**src/rtl/dipseq_pkg.sv**
```systemverilog
package dipseq_pkg;

    typedef enum logic [2:0] {
        ST_IDLE,
        ST_ARM,
        ST_DIP,
        ST_GAP,
        ST_HALT,
        ST_DONE
    } seq_state_e;

    // Dip depth in percent for a depth index: uneven first step.
    function automatic int unsigned depth_pct(input int unsigned idx);
        return (idx == 0) ? 5 : 10 * idx;
    endfunction

    // Dip duration in ticks for a width index: uneven first step.
    function automatic int unsigned width_ticks(input int unsigned idx);
        return (idx == 0) ? 5 : 10 * idx;
    endfunction

endpackage

```
**src/rtl/dip_code_rom.sv**
```systemverilog
module dip_code_rom
    import dipseq_pkg::*;
#(
    parameter int CODE_W  = 10,
    parameter int NOMINAL = 1000,
    parameter int N_DEPTH = 6,
    parameter int DI_W    = 3
) (
    input  logic [DI_W-1:0]   depth_idx,
    output logic [CODE_W-1:0] dip_code
);
    localparam int ENTRIES = 2 ** DI_W;

    logic [CODE_W-1:0] tbl [ENTRIES];

    for (genvar g = 0; g < ENTRIES; g++) begin : g_entry
        if (g < N_DEPTH) begin : g_used
            assign tbl[g] = CODE_W'((NOMINAL * (100 - int'(depth_pct(g)))) / 100);
        end else begin : g_spare
            assign tbl[g] = CODE_W'(NOMINAL);
        end
    end

    assign dip_code = tbl[depth_idx];
endmodule

```
**src/rtl/dip_width_rom.sv**
```systemverilog
module dip_width_rom
    import dipseq_pkg::*;
#(
    parameter int N_WIDTH = 11,
    parameter int WI_W    = 4,
    parameter int CNT_W   = 7
) (
    input  logic [WI_W-1:0]  width_idx,
    output logic [CNT_W-1:0] last_cnt
);
    localparam int ENTRIES = 2 ** WI_W;

    logic [CNT_W-1:0] tbl [ENTRIES];

    for (genvar g = 0; g < ENTRIES; g++) begin : g_entry
        if (g < N_WIDTH) begin : g_used
            assign tbl[g] = CNT_W'(width_ticks(g) - 1);
        end else begin : g_spare
            assign tbl[g] = '0;
        end
    end

    assign last_cnt = tbl[width_idx];
endmodule

```
**src/rtl/dip_sweep_step.sv**
```systemverilog
module dip_sweep_step #(
    parameter int N_DEPTH = 6,
    parameter int N_WIDTH = 11,
    parameter int DI_W    = 3,
    parameter int WI_W    = 4
) (
    input  logic [DI_W-1:0] depth_idx,
    input  logic [WI_W-1:0] width_idx,
    output logic [DI_W-1:0] nxt_depth,
    output logic [WI_W-1:0] nxt_width,
    output logic            at_end
);
    logic depth_last;
    logic width_last;

    assign depth_last = (depth_idx == DI_W'(N_DEPTH - 1));
    assign width_last = (width_idx == WI_W'(N_WIDTH - 1));
    assign at_end     = depth_last && width_last;

    always_comb begin
        if (depth_last) begin
            nxt_depth = '0;
            nxt_width = width_idx + 1'b1;
        end else begin
            nxt_depth = depth_idx + 1'b1;
            nxt_width = width_idx;
        end
    end
endmodule

```
**src/rtl/dip_margin_seq.sv**
```systemverilog
module dip_margin_seq
    import dipseq_pkg::*;
#(
    parameter int CODE_W    = 10,
    parameter int NOMINAL   = 1000,
    parameter int N_DEPTH   = 6,
    parameter int N_WIDTH   = 11,
    localparam int DI_W     = (N_DEPTH > 1) ? $clog2(N_DEPTH) : 1,
    localparam int WI_W     = (N_WIDTH > 1) ? $clog2(N_WIDTH) : 1,
    localparam int MAX_TICK = int'(width_ticks(N_WIDTH - 1)),
    localparam int CNT_W    = (MAX_TICK > 1) ? $clog2(MAX_TICK) : 1
) (
    input  logic              clk,
    input  logic              rst_n,
    input  logic              start,
    input  logic              advance,
    input  logic              anomaly,
    input  logic              tick,
    output logic [CODE_W-1:0] dac_code,
    output logic [DI_W-1:0]   depth_idx,
    output logic [WI_W-1:0]   width_idx,
    output logic              done
);
    typedef struct packed {
        seq_state_e        st;
        logic [DI_W-1:0]   depth;
        logic [WI_W-1:0]   width;
        logic [CNT_W-1:0]  cnt;
        logic [CODE_W-1:0] code;
    } regs_t;

    localparam regs_t RESET_VAL = '{
        st:    ST_IDLE,
        depth: '0,
        width: '0,
        cnt:   '0,
        code:  CODE_W'(NOMINAL)
    };

    regs_t r_q, r_d;

    logic [CODE_W-1:0] dip_code;
    logic [CNT_W-1:0]  last_cnt;
    logic [DI_W-1:0]   nxt_depth;
    logic [WI_W-1:0]   nxt_width;
    logic              at_end;
    logic              sweeping;

    dip_code_rom #(
        .CODE_W (CODE_W),
        .NOMINAL(NOMINAL),
        .N_DEPTH(N_DEPTH),
        .DI_W   (DI_W)
    ) u_code (
        .depth_idx(r_q.depth),
        .dip_code (dip_code)
    );

    dip_width_rom #(
        .N_WIDTH(N_WIDTH),
        .WI_W   (WI_W),
        .CNT_W  (CNT_W)
    ) u_width (
        .width_idx(r_q.width),
        .last_cnt (last_cnt)
    );

    dip_sweep_step #(
        .N_DEPTH(N_DEPTH),
        .N_WIDTH(N_WIDTH),
        .DI_W   (DI_W),
        .WI_W   (WI_W)
    ) u_step (
        .depth_idx(r_q.depth),
        .width_idx(r_q.width),
        .nxt_depth(nxt_depth),
        .nxt_width(nxt_width),
        .at_end   (at_end)
    );

    assign sweeping = (r_q.st == ST_ARM) || (r_q.st == ST_DIP) || (r_q.st == ST_GAP);

    always_comb begin
        r_d = r_q;

        unique case (r_q.st)
            ST_IDLE, ST_HALT, ST_DONE: begin
                if (start) begin
                    r_d.st    = ST_ARM;
                    r_d.depth = '0;
                    r_d.width = '0;
                    r_d.cnt   = '0;
                end
            end
            ST_ARM: begin
                if (tick) begin
                    r_d.st  = ST_DIP;
                    r_d.cnt = '0;
                end
            end
            ST_DIP: begin
                if (tick) begin
                    if (r_q.cnt == last_cnt) begin
                        r_d.st  = ST_GAP;
                        r_d.cnt = '0;
                    end else begin
                        r_d.cnt = r_q.cnt + 1'b1;
                    end
                end
            end
            ST_GAP: begin
                if (tick) begin
                    if (r_q.cnt == last_cnt) begin
                        r_d.st  = ST_DIP;
                        r_d.cnt = '0;
                    end else begin
                        r_d.cnt = r_q.cnt + 1'b1;
                    end
                end
            end
            default: r_d = RESET_VAL;
        endcase

        // Sweep control overrides the pulse timing.
        if (sweeping) begin
            if (anomaly) begin
                r_d.st  = ST_HALT;
                r_d.cnt = '0;
            end else if (advance) begin
                r_d.cnt = '0;
                if (at_end) begin
                    r_d.st = ST_DONE;
                end else begin
                    r_d.st    = ST_ARM;
                    r_d.depth = nxt_depth;
                    r_d.width = nxt_width;
                end
            end
        end

        // Depth never changes on entry to a dip, so the current depth code applies.
        r_d.code = (r_d.st == ST_DIP) ? dip_code : CODE_W'(NOMINAL);
    end

    always_ff @(posedge clk or negedge rst_n) begin
        if (!rst_n) begin
            r_q <= RESET_VAL;
        end else begin
            r_q <= r_d;
        end
    end

    assign dac_code  = r_q.code;
    assign depth_idx = r_q.depth;
    assign width_idx = r_q.width;
    assign done      = (r_q.st == ST_DONE);
endmodule

```
**config.mk**
```make
export PLATFORM = sky130hd
export DESIGN_NAME = dip_margin_seq
export DESIGN_NICKNAME = d
export VERILOG_FILES = /design/src/rtl/dipseq_pkg.sv /design/src/rtl/dip_code_rom.sv /design/src/rtl/dip_width_rom.sv /design/src/rtl/dip_sweep_step.sv /design/src/rtl/dip_margin_seq.sv
export SDC_FILE = /design/constraint.sdc
export NUM_CORES = 1
export LEC_CHECK = 0
export BUFFER_PORTS_ARGS = -buffer_cell sky130_fd_sc_hd__buf_2
export CORE_UTILIZATION = 58
export DETAILED_ROUTE_END_ITERATION = 8
export HOLD_SLACK_MARGIN = 0.02
export PLACE_DENSITY_LB_ADDON = 0.08
export SLEW_MARGIN = 20
export SYNTH_ARGS = -nofsm -noshare
export SYNTH_HDL_FRONTEND = slang
export SYNTH_SLANG_ARGS = --single-unit
```
**constraint.sdc**
```tcl
create_clock -name clk -period 2.6 [get_ports clk]
set_input_delay 0.13 -clock clk [delete_from_list [all_inputs] [get_ports clk]]
set_output_delay 0.13 -clock clk [all_outputs]
set_load 0.02 [all_outputs]
```
==> impl_metrics.toml <==
[outcome]
outcome = "complete, no violations"

[cells_and_area]
syn_to_final_growth_pct = 6.26
register_area_um2 = 661
num_antenna_cells = 0
mostFrequentLayoutCell = "buf_2"
drive_above_1_share_pct = 24.8
final_cell_mix = "buf_2 (22), dfrtp_1 (18), nor2_1 (13), ha_1 (13), nand2_1 (12)"
fill_cells = 280
multi_input_area_mm2 = 0.00109
finalNetCount = 234
final_util_pct = 65.7

[logic_synthesis]
ys_ff_latch = 26
synth_nets = 224
ys_warn_count = 0
syn_avg_cell_area_um2 = 9.36
netlist_instances = 205
synth_cell_types = 52
ys_dominant_reg_cell = "dfrtp_1"
ys_seq_area_share_pct = 34.3
synth_enable_flop_cells = 0
syn-cell-area_mm2 = 0.00192
async_reset_ff_share_pct = 100
synth_top_area_share_pct = 26.1
yosys-top-cells-area = "dfrtp_1 (26%), ha_1 (8.5%), dfstp_2 (8.2%)"
synth.largest_area_cell = "dfrtp_1"

[clock_network]
clockBufferDepth = 2
cts_tree = "yes"
cts_root_buf = "clkbuf_4"
cts.sink_count = 26
htree_levels = 1
clk_pin_slew_ps = 150
cts_buffers = 3
clk_latency_ps = 320

[global_route]
antenna_found_initial = 0
gr-total-overflow = 0
grt_first_pass_wirelength_um = 5830
grt_max_degree = 27
grt_use_total_pct = 21.7
grt_pass1_vias = 1284

[route]
drc = 0
routed_wl_um = 3720
drt-initial-drc-count = 68
ant_nets = 0
wl_per_cell_um = 14.4
vias_per_cell = 5.94
drt_first_pass_iters = 4
vias = 1532

[placement]
gp_congestion = 0.827
hpwlAfterDp_um = 2580
portBuffers = 22

[critical_path]
critical_path_class = "reg2reg"
required_ps = 2860
start_kind = "flop"
cp.arrival_ps = 2740
critPathCaptureType = "flop"
crit_start = "width_idx[0]"
r2r-start = "width_idx[0]"
cp_max_fo = 9

[min_path]
hp-start = "anomaly"
hold_class = "in2reg"

[die]
core_mm2 = 0.00310
start_util_pct = 61.9
die_area_mm2 = 0.00354
die_h_um = 59.5
ios = 24
row_count = 20
fp.dieW_um = 59.5

[timing]
setup_viol_count_final = 0
fmaxAchievable_ghz = 0.404
fin_crit_sh_pct = 95.3
skew_ps = 7.77
period_minus_slack_ps = 2480
slew_violations = 0
finalHoldViolCount = 0
slew_headroom_pct = 37.6
worstMarginPinSlew_ps = 929
whs_ps = 102

[pwr]
power-per-cell-area_mw_per_mm2 = 672
max-vdd-ir-drop_mv = 0.405
p_leak_nw = 0.947
p_total_mw = 1.37

[job]
cap_viol_max_count = 0
==> final cells by class <==
cell class,instances,area share [%]
well taps,44,2.70
flip-flops and latches,26,32.4
inverters,9,1.66
clock buffers,3,1.10
multi-input cells,148,53.3
repair buffers,27,7.36
clock inverters,1,1.47
==> cells in the mapped netlist, types with 5 or more instances <==
cell,instances
nor3_1,9
nand3_1,8
ha_1,13
a21o_1,5
buf_4,18
nand2_1,12
o21ai_0,11
inv_1,9
nor2_1,13
dfstp_2,6
a21oi_1,8
mux2i_1,6
dfrtp_1,20
==> per-layer routing <==
| metal | share of wire [%] | routed length, µm | GRT usage, % | vias to the layer above |
|---|---|---|---|---|
| met5 | 0 | 0 | 0 | - |
| met4 | 2.4 | 91 | 7.97 | 0 |
| met3 | 4.4 | 165 | 3.06 | 10 |
| met2 | 48 | 1770 | 35.6 | 53 |
| met1 | 45 | 1690 | 29.1 | 736 |
| li1 | - | - | - | 733 |
==> final timing paths <==
path	cells past startpoint	endpoint	slack [ps]
setup / recovery	9	dac_code[1]	120
hold / removal	2	r_q[24]	100
setup reg to reg	9	dac_code[1]	120
hold reg to reg	1	r_q[16]	610
max in group asynchronous	2	width_idx[0]	1890
min in group asynchronous	2	width_idx[1]	310
==> state kept, by name, indices dropped and copies added, names as in the netlist <==
register	count
dac_code	9
depth_idx	3
r_q	10
width_idx	4
==> kinds of logic (layout without fill, tap and decap cells) <==
group | after synthesis | in the layout | synth area share [%]
muxes | 10 | 10 | 5.48
adders and majority gates | 13 | 13 | 8.47
DFF | 26 | 26 | 34.3
xor gates and xnor gates | 7 | 7 | 3.19
AOI/OAI and AO/OA | 46 | 47 | 16.9
other | 1 | 1 | 0.195
and+or+nand+nor | 70 | 70 | 21.3
buffers and inverters | 32 | 40 | 10.2
==> where the power goes <==
part	switching, mW	leakage (nW)	total (mW)	internal (mW)
clock	0.123	0.0279	0.279	0.156
combinational	0.334	0.586	0.550	0.216
sequential	0.0906	0.333	0.542	0.451
==> metrics by stage <==
stage               worst slack (ps)  area (µm²)  cells  TNS (ps)
floorplan                        372        1920    205         0
global placement                 219        1930    249         0
detailed placement              92.2        1930    249         0
CTS                             35.8        1990    254         0
global route                   -5.43        2040    258     -9.05
finish                           122        2040    258         0
==> worst max-delay path: stages, from the launching register on <==
cell and delay [ps]:
dfrtp_2 470, inv_1 110, ha_1 230, nor2b_1 150, a21o_1 210, xor2_1 170, nor4_4 440, a21oi_2 180
a31oi_4 240, and4_1 220
==> what timing repair did <==
| action | CTS | global route |
|---|---|---|
| setup endpoints to repair | 0 | 14 |
| setup buffers | 0 | 3 |
| resized for setup | 0 | 3 |
| endpoints found under the hold margin | 20 | 0 |
| hold buffers | 1 | 0 |
Power figures use the tool's default switching activity.
